### src/rtl/tdl_pkg.sv
package tdl_pkg;

  // Number of chain stages reachable by a code of the given width.
  function automatic int tdl_stage_count(input int code_w);
    return (1 << code_w) - 1;
  endfunction

  // Latency in cycles produced by a length code.
  function automatic int tdl_latency(input int code);
    return code + 1;
  endfunction

endpackage

### src/rtl/tdl_shift_chain.sv
module tdl_shift_chain #(
  parameter int WIDTH  = 8,
  parameter int STAGES = 15
) (
  input  logic                           clk,
  input  logic                           rst,
  input  logic [WIDTH-1:0]               din,
  output logic [STAGES:0][WIDTH-1:0]     taps
);

  // taps[0] is the live input; taps[k] is chain stage k
  assign taps[0] = din;

  for (genvar k = 1; k <= STAGES; k++) begin : g_stage
    always_ff @(posedge clk) begin
      if (rst) taps[k] <= '0;
      else     taps[k] <= taps[k-1];
    end
  end

endmodule

### src/rtl/tdl_tap_mux.sv
module tdl_tap_mux #(
  parameter int WIDTH  = 8,
  parameter int CODE_W = 4,
  parameter int STAGES = (1 << CODE_W) - 1
) (
  input  logic [STAGES:0][WIDTH-1:0] taps,
  input  logic [CODE_W-1:0]          sel,
  output logic [WIDTH-1:0]           picked
);

  always_comb begin
    picked = '0;
    for (int k = 0; k <= STAGES; k++) begin
      if (sel == CODE_W'(k)) picked = taps[k];
    end
  end

endmodule

### src/rtl/tap_delay_line.sv
module tap_delay_line #(
  parameter int WIDTH  = 8,
  parameter int CODE_W = 4
) (
  input  logic              clk,
  input  logic              rst,
  input  logic [WIDTH-1:0]  din,
  input  logic [CODE_W-1:0] len_code,
  output logic [WIDTH-1:0]  dout
);
  import tdl_pkg::*;

  localparam int STAGES = tdl_stage_count(CODE_W);

  logic [CODE_W-1:0]          len_q;
  logic [STAGES:0][WIDTH-1:0] taps;
  logic [WIDTH-1:0]           tap_data;

  // registered length code
  always_ff @(posedge clk) begin
    if (rst) len_q <= '0;
    else     len_q <= len_code;
  end

  tdl_shift_chain #(
    .WIDTH  (WIDTH),
    .STAGES (STAGES)
  ) i_chain (
    .clk  (clk),
    .rst  (rst),
    .din  (din),
    .taps (taps)
  );

  tdl_tap_mux #(
    .WIDTH  (WIDTH),
    .CODE_W (CODE_W),
    .STAGES (STAGES)
  ) i_mux (
    .taps   (taps),
    .sel    (len_q),
    .picked (tap_data)
  );

  // output register
  always_ff @(posedge clk) begin
    if (rst) dout <= '0;
    else     dout <= tap_data;
  end

endmodule

### config.mk
export PLATFORM = sky130hd
export DESIGN_NAME = tap_delay_line
export DESIGN_NICKNAME = d
export VERILOG_FILES = /design/src/rtl/tdl_pkg.sv /design/src/rtl/tdl_shift_chain.sv /design/src/rtl/tdl_tap_mux.sv /design/src/rtl/tap_delay_line.sv
export SDC_FILE = /design/constraint.sdc
export NUM_CORES = 1
export LEC_CHECK = 0
export BUFFER_PORTS_ARGS = -buffer_cell sky130_fd_sc_hd__buf_4
export CAP_MARGIN = 20
export CORE_MARGIN = 4
export CORE_UTILIZATION = 45
export DETAILED_ROUTE_END_ITERATION = 12
export GPL_TIMING_DRIVEN = 0
export PLACE_DENSITY = 0.6
export SYNTH_ARGS = -nofsm -noshare
export SYNTH_HDL_FRONTEND = slang
export SYNTH_SLANG_ARGS = --single-unit
### constraint.sdc
create_clock -name clk -period 2.4 [get_ports clk]
set_input_delay 0.12 -clock clk [delete_from_list [all_inputs] [get_ports clk]]
set_output_delay 0.12 -clock clk [all_outputs]
set_load 0.05 [all_outputs]
==> results of run 1 <==
[area by class of cell]
type | instances | area share
clock buffers | 24 | 0.0816
repair buffers | 32 | 0.0441
plain buffers | 34 | 0.0353
flip-flops and latches | 132 | 0.431
clock inverters | 8 | 0.0274
inverters | 7 | 0.00429
multi-input cells | 304 | 0.348
well taps | 140 | 0.0286
[worst reg2reg max path, stage by stage (launching register included)]
cell and delay (ps):
sky130_fd_sc_hd__dfxtp_1 520, sky130_fd_sc_hd__clkbuf_1 440, sky130_fd_sc_hd__buf_2 370, sky130_fd_sc_hd__a21oi_1 90
sky130_fd_sc_hd__o311ai_1 380, sky130_fd_sc_hd__a221oi_1 160
[power by group]
part,switching (mW),total [mW],internal (mW)
logic,0.239,0.394,0.155
registers,0.0158,2.24,2.23
clock network,0.935,2.89,1.96
total,1.19,5.53,4.34
[placed cells by master (no fill, tap or decap), types with 9 or more instances in the layout]
cell type                       instances
sky130_fd_sc_hd__dlygate4sd3_1         12
sky130_fd_sc_hd__clkbuf_16             16
sky130_fd_sc_hd__buf_4                 24
sky130_fd_sc_hd__dfxtp_1              132
sky130_fd_sc_hd__nor3_1                 9
sky130_fd_sc_hd__a21oi_1               16
sky130_fd_sc_hd__mux2i_1               16
sky130_fd_sc_hd__clkbuf_1              16
sky130_fd_sc_hd__nor2b_1              127
sky130_fd_sc_hd__buf_2                  9
sky130_fd_sc_hd__o21ai_0               17
sky130_fd_sc_hd__nand2_1               14
sky130_fd_sc_hd__nor2_1                20
[how the worst min path moves through the flow]
stage               cells after the start   startpoint          endpoint
detailed placement                      2  len_code[1]          len_q[1]
floorplan                               1       din[2]  i_chain.taps[10]
CTS                                     2          rst           dout[7]
global placement                        2  len_code[2]          len_q[2]
finish                                  2          rst           dout[7]
global route                            2          rst          len_q[2]
[state kept, by name, summed over array words and instances (netlist names)]
name          cells
dout              8
i_chain.taps    120
len_q             4
[timing repair]
| item | CTS | global route |
|---|---|---|
| hold endpoints to repair | 12 | 0 |
| hold buffers | 12 | 0 |
| endpoints found under the setup margin | 0 | 0 |
[metrics by stage]
stage | total power [mW] | cells | instance area (um^2) | util
CTS | 5.56 | 681 | 6130 | 0.563
global route | 5.70 | 681 | 6130 | 0.563
detailed placement | 2.67 | 637 | 5340 | 0.491
finish | 5.53 | 681 | 6130 | 0.563
floorplan | 2.54 | 477 | 5020 | -
global placement | 2.67 | 637 | 5340 | 0.491
[metal layers]
metal / up-vias / global-route usage
met5: - / 0
met4: 0 / 0.0849
met3: 21 / 0.0477
met2: 106 / 0.307
met1: 1730 / 0.290
li1: 1733 / -
[kinds of logic after synthesis]
kind of cell	Yosys count
DFF	132
buffers and inverters	41
muxes	32
AOI/OAI and AO/OA	79
and+or+nand+nor	193
==> insert_results.sql, run 1 <==
INSERT INTO impl_metrics (metric_group, metric, value, unit) VALUES
('synth', 'yosysWarnings', '0', ''),
('global_route', 'pin_count_of_the_biggest_net_entering_global_routing', '17', ''),
('sta', 'timing.final.setup_violations', '0', ''),
('job', 'maxCapViolations', '0', ''),
('cts', 'post_cts_resize_count', '0', ''),
('placement', 'gp_congestion', '0.902', ''),
('cts', 'clk-insertion-delay-late', '520', 'ps'),
('sta', 'final.setup.tns', '0', 'ps'),
('power', 'vdd.ir_drop.worst', '650', 'uV'),
('synth', 'synth.cell_area', '5020', 'um^2'),
('synth', 'post_synth_fa_ha_maj_area_fraction', '0', ''),
('worst_setup_path', 'signal_arrival_time_at_the_worst_endpoint', '2480', 'ps'),
('synth', 'post-synth-top-area-fraction', '0.527', ''),
('worst_setup_path', 'rr_worst_depth', '5', ''),
('outcome', 'outcome', 'completed', ''),
('worst_hold_path', 'min_path_type', 'in2reg', ''),
('sta', 'hold_viol', '0', ''),
('worst_setup_path', 'setup.reg_to_reg.worst_slack', '290', 'ps'),
('worst_setup_path', 'criticalPathCategory', 'reg2reg', ''),
('sta', 'slew_headroom', '0.542', ''),
('global_route', 'overflow', '0', ''),
('layout', 'design.final.nets', '542', ''),
('synth', 'synth_common_cells', 'sky130_fd_sc_hd__dfxtp_1, sky130_fd_sc_hd__nor2b_1, sky130_fd_sc_hd__nor2_1, sky130_fd_sc_hd__o21ai_0', ''),
('synth', 'synth_top_family_by_area', 'simple AND/OR/NAND/NOR gates', ''),
('placement', 'buffer_ports.inserted', '20', ''),
('synth', 'synth_enable_flop_cells', '0', ''),
('synth', 'netlist_top_cells_area', 'sky130_fd_sc_hd__dfxtp_1, sky130_fd_sc_hd__nor2b_1, sky130_fd_sc_hd__mux4_2, sky130_fd_sc_hd__mux2i_1, sky130_fd_sc_hd__o21ai_0', ''),
('route', 'route.detailed.wl_per_inst', '18.3', 'um'),
('worst_setup_path', 'crit-reg2reg-launch', 'len_q[3]', ''),
('floorplanning', 'die_h', '114', 'um'),
('route', 'wl_met3', '633', 'um'),
('placement', 'dp_slack', '351', 'ps'),
('sta', 'postLayoutSetupSlackWorst', '289', 'ps'),
('global_route', 'grt_pass1_vias', '3570', ''),
('cts', 'cts.reportedPaths.clkPinSlew', '60', 'ps'),
('worst_setup_path', 'path_delay_family', 'buffers and inverters', ''),
('sta', 'final-max-slew-violation-count', '0', ''),
('worst_setup_path', 'worst_path_largest_cell_delay', '520', 'ps'),
('layout', 'final-seq-area', '2640', 'um^2'),
('route', 'wl', '12500', 'um'),
('worst_setup_path', 'worst-endpoint-required', '2770', 'ps'),
('sta', 'worst_pin_slew', '686', 'ps'),
('global_route', 'globalRouteTotalUtil', '0.207', ''),
('worst_setup_path', 'worst_path_max_delay_cell', 'sky130_fd_sc_hd__dfxtp_1', ''),
('synth', 'yosys.area_share.xor_xnor', '0', ''),
('worst_setup_path', 'buf_inv_on_cp', '2', ''),
('route', 'avgViaCountPerCell', '5.27', ''),
('worst_setup_path', 'crit_path_start', 'len_q[3]', ''),
('cts', 'clk_root_buffer_cell', 'sky130_fd_sc_hd__clkbuf_8', ''),
('worst_setup_path', 'crit_path_end_kind', 'flop', ''),
('layout', 'drive_gt1_frac', '0.176', ''),
('floorplanning', 'start_util', '0.461', ''),
('synth', 'yosysMostFrequentCell', 'sky130_fd_sc_hd__dfxtp_1', ''),
('cts', 'htree_levels', '4', ''),
('cts', 'cts-buffers-inserted', '17', ''),
('synth', 'postSynthNetCount', '491', ''),
('cts', 'max-clock-path-buffers', '2', ''),
('worst_setup_path', 'critical_path.max_fanout', '10', ''),
('synth', 'yosysTopAreaCell', 'sky130_fd_sc_hd__dfxtp_1', ''),
('cts', 'clock_tree_from_tritoncts', 'built', ''),
('layout', 'area_occupied_by_multi_input_gates', '2130', 'um^2'),
('sta', 'max_clock_freq', '474', 'MHz'),
('sta', 'rsz0062_at_grt', 'no', ''),
('floorplanning', 'die_area', '12900', 'um^2'),
('power', 'power_density', '902', 'nW/um^2'),
('synth', 'fraction_of_synthesized_area_in_multiplexers', '0.0888', ''),
('placement', 'detailed_place_hpwl', '8460', 'um'),
('cts', 'post-cts-setup-buffers', '0', ''),
('layout', 'number_of_fill_cells_in_the_layout', '956', ''),
('power', 'leakage', '2.34', 'nW'),
('synth', 'postSynthRegisterBits', '132', '');
Note: power is estimated with default switching activity, not from simulation.
==> run 2, diff against run 1 <==
ABC_AREA = 1   (was default)
==> run 2 against run 1 <==
  * Clock-buffer cell count decreased by 4
  * Combinational power decreased by 30%
  * Via count increased by 3.8%
  * Flip-flop and latch count unchanged
  * Total power decreased by 3.5%
  * Synthesized cell count increased by 39%
  * Critical path depth increased by 8
  * Utilization increased by 0.35 points
  * First-iteration DRC count decreased by 30%
  * Design area decreased by 4.6%
  * Register-to-register slack improved by 100 ps
  * Non-clock buffer count decreased by 17
  * Largest power group unchanged
==> insert_results.sql, run 2 <==
INSERT INTO impl_metrics (metric_group, metric, value, unit) VALUES
('layout', 'registers.top_by_ff_count', 'i_chain.taps', ''),
('worst_setup_path', 'criticalPathCategory', 'reg2reg', ''),
('cts', 'cts_sinks', '132', ''),
('route', 'drt-pass1-iter-count', '5', ''),
('synth', 'yosysSeqAreaShare', '0.556', ''),
('worst_setup_path', 'sequence_of_cells_on_the_critical_path', 'inv_1, nand2_1, nor2_1, nand2_1, nand3_1, nor2_1, nand4_1, nor2_1, nand4_1, nand2_1, nand4_1, nand2_1, inv_1', ''),
('route', 'wl', '9270', 'um'),
('synth', 'share_of_flip_flops_with_an_asynchronous_set_or_reset', '0', ''),
('worst_setup_path', 'worst_path_largest_cell_delay', '390', 'ps'),
('cts', 'clk_root_buffer_cell', 'sky130_fd_sc_hd__clkbuf_8', ''),
('route', 'route.detailed.wl_per_inst', '10.8', 'um'),
('power', 'total_switching_power', '1.14', 'mW'),
('global_route', 'grt_antenna_before_repair', '0', ''),
('route', 'detailedRoute.firstIterationViolations', '190', ''),
('power', 'share_seq_of_total_power', '0.420', ''),
('cts', 'post-cts-setup-buffers', '0', ''),
('placement', 'dp_slack', '421', 'ps'),
('global_route', 'pin_count_of_the_biggest_net_entering_global_routing', '17', ''),
('cts', 'max-clock-path-buffers', '2', ''),
('sta', 'final.setup.tns', '0', 'ps'),
('global_route', 'globalRouteTotalUtil', '0.163', ''),
('sta', 'fin_crit_sh', '0.837', ''),
('worst_setup_path', 'worst-endpoint-required', '2820', 'ps'),
('synth', 'post-synth-top-area-fraction', '0.556', ''),
('sta', 'finalCriticalPeriod', '2010', 'ps'),
('floorplanning', 'rows', '37', ''),
('worst_hold_path', 'min_path_type', 'in2reg', ''),
('sta', 'fin_worst_hold_slack', '106', 'ps'),
('floorplanning', 'start_util', '0.460', ''),
('floorplanning', 'die-width', '111', 'um'),
('sta', 'slew_headroom', '0.584', ''),
('placement', 'gp_congestion', '0.785', ''),
('synth', 'netlist_top_cells_area', 'sky130_fd_sc_hd__dfxtp_1, sky130_fd_sc_hd__nor2_1, sky130_fd_sc_hd__inv_1, sky130_fd_sc_hd__nand2_1, sky130_fd_sc_hd__nand3_1', ''),
('sta', 'postLayoutSetupSlackWorst', '392', 'ps'),
('worst_setup_path', 'worst_path_max_delay_cell', 'sky130_fd_sc_hd__dfxtp_1', ''),
('layout', 'drive_gt1_frac', '0.0855', ''),
('layout', 'final_common_cell', 'sky130_fd_sc_hd__nor2_1', ''),
('sta', 'worst_pin_slew', '622', 'ps'),
('synth', 'synth_enable_flop_cells', '0', ''),
('layout', 'largest_register_ffs', '120', ''),
('layout', 'number_of_fill_cells_in_the_layout', '941', ''),
('power', 'power_density', '913', 'nW/um^2'),
('sta', 'finClkSkew', '4.42', 'ps'),
('outcome', 'outcome', 'completed', ''),
('power', 'swShare', '0.214', ''),
('global_route', 'overflow', '0', ''),
('cts', 'clk-insertion-delay-late', '510', 'ps'),
('global_route', 'grt_pass1_vias', '3610', ''),
('layout', 'biggestRegsByFlops', 'i_chain.taps: 120 flops, dout: 8 flops, len_q: 4 flops', ''),
('worst_setup_path', 'signal_arrival_time_at_the_worst_endpoint', '2430', 'ps'),
('synth', 'ys_dominant_reg_cell', 'sky130_fd_sc_hd__dfxtp_1', ''),
('synth', 'ys_types', '17', ''),
('power', 'share_comb_of_total_power', '0.052', ''),
('synth', 'postSynthRegisterBits', '132', ''),
('layout', 'final_design_area_no_fill', '5850', 'um^2'),
('synth', 'yosysWarnings', '0', ''),
('power', 'vdd.ir_drop.worst', '436', 'uV'),
('route', 'ant_nets', '0', ''),
('synth', 'syn_inst', '661', ''),
('cts', 'cts-buffers-inserted', '17', ''),
('floorplanning', 'die_h', '111', 'um'),
('layout', 'design.final.nets', '726', ''),
('power', 'p_int', '4.19', 'mW'),
('global_route', 'first_pass_grt_wire_length', '16100', 'um'),
('route', 'vias', '3725', ''),
('sta', 'timing.final.setup_violations', '0', ''),
('job', 'maxCapViolations', '0', ''),
('placement', 'placedCellCount', '817', ''),
('synth', 'syn-mean-instance-area', '7.19', 'um^2'),
('worst_setup_path', 'critical_path.max_fanout', '5', ''),
('synth', 'synth.cell_area', '4750', 'um^2'),
('worst_setup_path', 'crit_path_end_kind', 'flop', ''),
('power', 'p_clk_frac', '0.528', ''),
('layout', 'finalCoreUtilization', '0.566', ''),
('layout', 'final-seq-area', '2640', 'um^2'),
('sta', 'hold_viol', '0', ''),
('power', 'leakage', '2.46', 'nW'),
('route', 'remaining_drc_errors', '0', ''),
('layout', 'insertedDiodeCount', '0', ''),
('placement', 'dpl-instance-area', '5070', 'um^2'),
('sta', 'final-max-slew-violation-count', '0', ''),
('cts', 'cts.reportedPaths.clkPinSlew', '60', 'ps'),
('sta', 'rsz0062_at_grt', 'no', ''),
('floorplanning', 'die_area', '12300', 'um^2'),
('sta', 'max_clock_freq', '498', 'MHz'),
('synth', 'yosysMostFrequentCell', 'sky130_fd_sc_hd__nor2_1', ''),
('synth', 'yosysTopAreaCell', 'sky130_fd_sc_hd__dfxtp_1', ''),
('layout', 'most-common-layout-cells', 'sky130_fd_sc_hd__nor2_1, sky130_fd_sc_hd__inv_1, sky130_fd_sc_hd__dfxtp_1', ''),
('power', 'finalPower', '5.34', 'mW'),
('cts', 'htree_levels', '4', ''),
('layout', 'layout-area-overhead-vs-synth', '23.1', '%'),
('floorplanning', 'floorplan.io_pins', '22', ''),
('placement', 'buffer_ports.inserted', '20', ''),
('placement', 'detailed_place_hpwl', '6540', 'um'),
('route', 'avgViaCountPerCell', '4.33', ''),
('worst_setup_path', 'timing.critical_path.mode_cell', 'sky130_fd_sc_hd__nand2_1', ''),
('layout', 'area_occupied_by_multi_input_gates', '1480', 'um^2'),
('floorplanning', 'core_region_area', '10300', 'um^2'),
('worst_setup_path', 'startpoint_type', 'flop', ''),
('synth', 'synth_common_cells', 'sky130_fd_sc_hd__nor2_1, sky130_fd_sc_hd__inv_1, sky130_fd_sc_hd__dfxtp_1, sky130_fd_sc_hd__nand2_1, sky130_fd_sc_hd__nand3_1', ''),
('layout', 'stdcell_count', '861', ''),
('cts', 'clock_tree_from_tritoncts', 'built', ''),
('synth', 'postSynthNetCount', '675', '');
run 2: changes by cell type after synthesis, sizes merged, moves of 7 or more:
cell,change
o21ai,-14
nand2,+105
nor3,-8
nor2,+162
mux2,-7
nand2b,-8
nand4,+16
mux4,-9
mux2i,-16
nor2b,-128
buf,-17
nand3,+18
inv,+141
run 2: path summary, 6_finish.rpt:
check,startpoint,to,slack [ps],cells past startpoint
worst max-delay path,len_q[0],dout[2],390,13
worst min register to register,i_chain.taps[69],i_chain.taps[77],410,2
worst min-delay path,rst,i_chain.taps[113],110,3
worst max register to register,len_q[0],dout[2],390,13
run 2: routing by layer:
| layer | GRT usage | routed length (um) |
|---|---|---|
| met5 | 0 | 0 |
| met3 | 0.0475 | 329 |
| met4 | 0.0764 | 180 |
| met2 | 0.286 | 4620 |
| met1 | 0.181 | 4150 |
run 2: worst max-delay path, delay by kind of cell, from the launching register on:
family | cells | cell delay [ps]
buffers and inverters | 2 | 120
DFF | 1 | 390
and+or+nand+nor | 11 | 1380
run 2: power groups by stage:
stage	clock network (mW)	logic, mW	registers, mW
floorplan	0	0.142	2.32
global placement	0	0.260	2.29
detailed placement	0	0.262	2.29
CTS	2.87	0.280	2.24
global route	2.98	0.313	2.25
finish	2.82	0.277	2.24
run 2: logic make-up (layout without fill, tap and decap cells):
group                  Yosys count  count (layout)  synth area share
and+or+nand+nor                339             339             0.285
buffers and inverters          166             230             0.133
DFF                            132             132             0.556
AOI/OAI and AO/OA               24              24            0.0261
run 2: final cells by class:
| cell class | instances | area share |
|---|---|---|
| Sequential cell | 132 | 0.452 |
| Multi-Input combinational cell | 363 | 0.253 |
| Inverter | 149 | 0.0956 |
| Clock buffer | 20 | 0.0779 |
| Timing Repair Buffer | 32 | 0.0462 |
| Clock inverter | 12 | 0.0342 |
| Tap cell | 136 | 0.0291 |
| Buffer | 17 | 0.0124 |
run 2: repair_timing:
action,in CTS,in global routing
endpoints found under the hold margin,12,0
resized for setup,0,0
hold buffers,12,0
==> run 3, diff against run 2 <==
ABC_AREA = 0   (was 1)
clock period = 2 ns   (was 2.4 ns; I/O delays follow)
==> run 3 against run 2 <==
  * The run now ends with hold timing left
  * Non-clock buffer count rose by 22
  * Sequential power rose by 20%
  * Utilization rose by 0.52 points
  * Combinational power rose by 78%
  * Largest cell class unchanged
  * Largest power group unchanged
==> insert_results.sql, run 3 (synthesis results as in run 1) <==
INSERT INTO impl_metrics (metric_group, metric, value, unit) VALUES
('placement', 'gp_congestion', '0.902', ''),
('cts', 'max-clock-path-buffers', '2', ''),
('worst_setup_path', 'sequence_of_cells_on_the_critical_path', 'buf_2, buf_6, buf_4, a211oi_1, a211oi_1, o221ai_1, a311oi_1', ''),
('worst_setup_path', 'crit_path_end_kind', 'flop', ''),
('outcome', 'failed_checks', 'hold timing', ''),
('worst_setup_path', 'worst_path_largest_cell_delay', '300', 'ps'),
('worst_setup_path', 'signal_arrival_time_at_the_worst_endpoint', '2330', 'ps'),
('sta', 'postLayoutSetupSlackWorst', '88.3', 'ps'),
('power', 'total_switching_power', '1.44', 'mW'),
('route', 'ant_nets', '0', ''),
('worst_setup_path', 'worst_path_max_delay_cell', 'sky130_fd_sc_hd__dfxtp_1', ''),
('sta', 'fin_crit_sh', '0.956', ''),
('layout', 'number_of_fill_cells_in_the_layout', '950', ''),
('global_route', 'grt_antenna_before_repair', '0', ''),
('layout', 'insertedDiodeCount', '0', ''),
('placement', 'detailed_place_hpwl', '8460', 'um'),
('worst_setup_path', 'buf_inv_on_cp', '3', ''),
('cts', 'cts-buffers-inserted', '17', ''),
('floorplanning', 'core_region_area', '10900', 'um^2'),
('worst_setup_path', 'startpoint_type', 'flop', ''),
('cts', 'clk-insertion-delay-late', '520', 'ps'),
('floorplanning', 'die_h', '114', 'um'),
('power', 'share_comb_of_total_power', '0.074', ''),
('layout', 'layout-area-overhead-vs-synth', '24.1', '%'),
('sta', 'worst_pin_slew', '700', 'ps'),
('global_route', 'overflow', '0', ''),
('route', 'wl', '12600', 'um'),
('sta', 'max_clock_freq', '523', 'MHz'),
('cts', 'clock_tree_from_tritoncts', 'built', ''),
('power', 'leakage', '2.38', 'nW'),
('power', 'vdd.ir_drop.worst', '779', 'uV'),
('worst_setup_path', 'worst-endpoint-required', '2420', 'ps'),
('cts', 'cts.reportedPaths.clkPinSlew', '60', 'ps'),
('power', 'p_int', '5.22', 'mW'),
('cts', 'clk_root_buffer_cell', 'sky130_fd_sc_hd__clkbuf_8', ''),
('route', 'avgViaCountPerCell', '5.31', ''),
('power', 'p_clk_frac', '0.522', ''),
('floorplanning', 'rows', '38', ''),
('worst_setup_path', 'path_delay_family', 'compound AO/OA/AOI/OAI gates', ''),
('worst_hold_path', 'min_path_type', 'in2reg', ''),
('cts', 'cts_sinks', '132', ''),
('global_route', 'pin_count_of_the_biggest_net_entering_global_routing', '17', ''),
('layout', 'largest_register_ffs', '120', ''),
('placement', 'dpl-instance-area', '5340', 'um^2'),
('outcome', 'outcome', 'complete, but fails checks', ''),
('sta', 'hold_viol', '5', ''),
('route', 'wl_met1', '6070', 'um'),
('layout', 'drive_gt1_frac', '0.183', ''),
('power', 'swShare', '0.216', ''),
('layout', 'final_design_area_no_fill', '6220', 'um^2'),
('sta', 'timing.final.setup_violations', '0', ''),
('global_route', 'first_pass_grt_wire_length', '20300', 'um'),
('route', 'wl_met3', '622', 'um'),
('layout', 'design.final.nets', '547', ''),
('cts', 'htree_levels', '4', ''),
('worst_setup_path', 'criticalPathCategory', 'reg2reg', ''),
('layout', 'finalCoreUtilization', '0.572', ''),
('sta', 'finClkSkew', '7.33', 'ps'),
('route', 'vias', '3643', ''),
('job', 'maxCapViolations', '0', ''),
('worst_setup_path', 'timing.critical_path.mode_cell', 'sky130_fd_sc_hd__a211oi_1', ''),
('route', 'route.detailed.wl_per_inst', '18.4', 'um'),
('sta', 'rsz0062_at_grt', 'no', ''),
('worst_setup_path', 'critical_path.max_fanout', '10', ''),
('layout', 'most-common-layout-cells', 'sky130_fd_sc_hd__dfxtp_1, sky130_fd_sc_hd__nor2b_1, sky130_fd_sc_hd__buf_4', ''),
('global_route', 'grt_pass1_vias', '3573', ''),
('route', 'drt-pass1-iter-count', '5', ''),
('floorplanning', 'die_area', '12900', 'um^2'),
('placement', 'dp_slack', '-49.1', 'ps'),
('sta', 'finalCriticalPeriod', '1910', 'ps'),
('layout', 'biggestRegsByFlops', 'i_chain.taps: 120 flops, dout: 8 flops, len_q: 4 flops', ''),
('placement', 'buffer_ports.inserted', '20', ''),
('route', 'maxUsedRoutingLayer', 'met4', ''),
('floorplanning', 'start_util', '0.461', ''),
('layout', 'registers.top_by_ff_count', 'i_chain.taps', ''),
('route', 'remaining_drc_errors', '0', ''),
('floorplanning', 'floorplan.io_pins', '22', ''),
('power', 'power_density', '1070', 'nW/um^2'),
('sta', 'fin_worst_hold_slack', '-10.8', 'ps'),
('floorplanning', 'die-width', '114', 'um'),
('route', 'detailedRoute.firstIterationViolations', '314', ''),
('sta', 'final-max-slew-violation-count', '0', ''),
('sta', 'slew_headroom', '0.533', ''),
('global_route', 'globalRouteTotalUtil', '0.208', ''),
('route', 'routed-wl-met2', '5690', 'um'),
('layout', 'final_common_cell', 'sky130_fd_sc_hd__dfxtp_1', ''),
('power', 'share_seq_of_total_power', '0.404', '');
run 3: changes by cell type in the layout (fill, tap and decap cells not counted), moves of 16 or more:
cell	delta
sky130_fd_sc_hd__nor2b_1	+127
sky130_fd_sc_hd__nand3_1	-18
sky130_fd_sc_hd__nor2_1	-157
sky130_fd_sc_hd__mux2i_1	+16
sky130_fd_sc_hd__nand2_1	-105
sky130_fd_sc_hd__nand4_1	-16
sky130_fd_sc_hd__inv_1	-140
run 3: cell type report:
type	instances	area [um^2]	share of cell area
buffer	34	240	0.0386
inverter	7	26.3	0.00422
clock inverter	8	168	0.0269
tap	140	175	0.0281
clock buffer	24	500	0.0804
timing repair buffer	37	318	0.0511
sequential	132	2640	0.425
multi-input combinational	304	2150	0.346
run 3: per-stage QoR:
stage / total power [mW] / std cells / TNS [ps]
final: 6.66 / 686 / 0
after floorplan: 3.05 / 477 / 0
after detailed placement: 3.20 / 637 / -63.9
after global routing: 6.86 / 686 / 0
after global placement: 3.20 / 637 / -90.6
after CTS: 6.68 / 685 / 0
run 3: power groups by stage:
stage | clock network, mW | registers [mW] | logic, mW
2_1_floorplan | 0 | 2.78 | 0.263
3_3_place_gp | 0 | 2.75 | 0.452
3_5_place_dp | 0 | 2.75 | 0.451
4_1_cts | 3.51 | 2.69 | 0.479
5_1_grt | 3.64 | 2.70 | 0.527
6_report | 3.48 | 2.69 | 0.492
run 3: path summary, 6_finish.rpt:
| kind | startpoint | to | slack, ps | depth (start not counted) |
|---|---|---|---|---|
| max | len_q[2] | dout[3] | 90 | 7 |
| min | rst | i_chain.taps[115] | -10 | 2 |
| max reg2reg | len_q[2] | dout[3] | 90 | 7 |
| min reg2reg | i_chain.taps[67] | i_chain.taps[75] | 430 | 2 |
run 3: what timing repair did:
item / 4_1_cts / 5_1_grt
gates resized for setup: 2 / 10
setup endpoints to repair: 3 / 7
pin swaps: 0 / 1
setup buffers: 0 / 1
hold endpoints to repair: 23 / 0
hold buffers: 16 / 0
run 3: metal layers:
metal / up-vias / global-route usage
met5: - / 0
met3: 19 / 0.0467
met1: 1779 / 0.293
met4: 0 / 0.0825
li1: 1744 / -
met2: 101 / 0.310
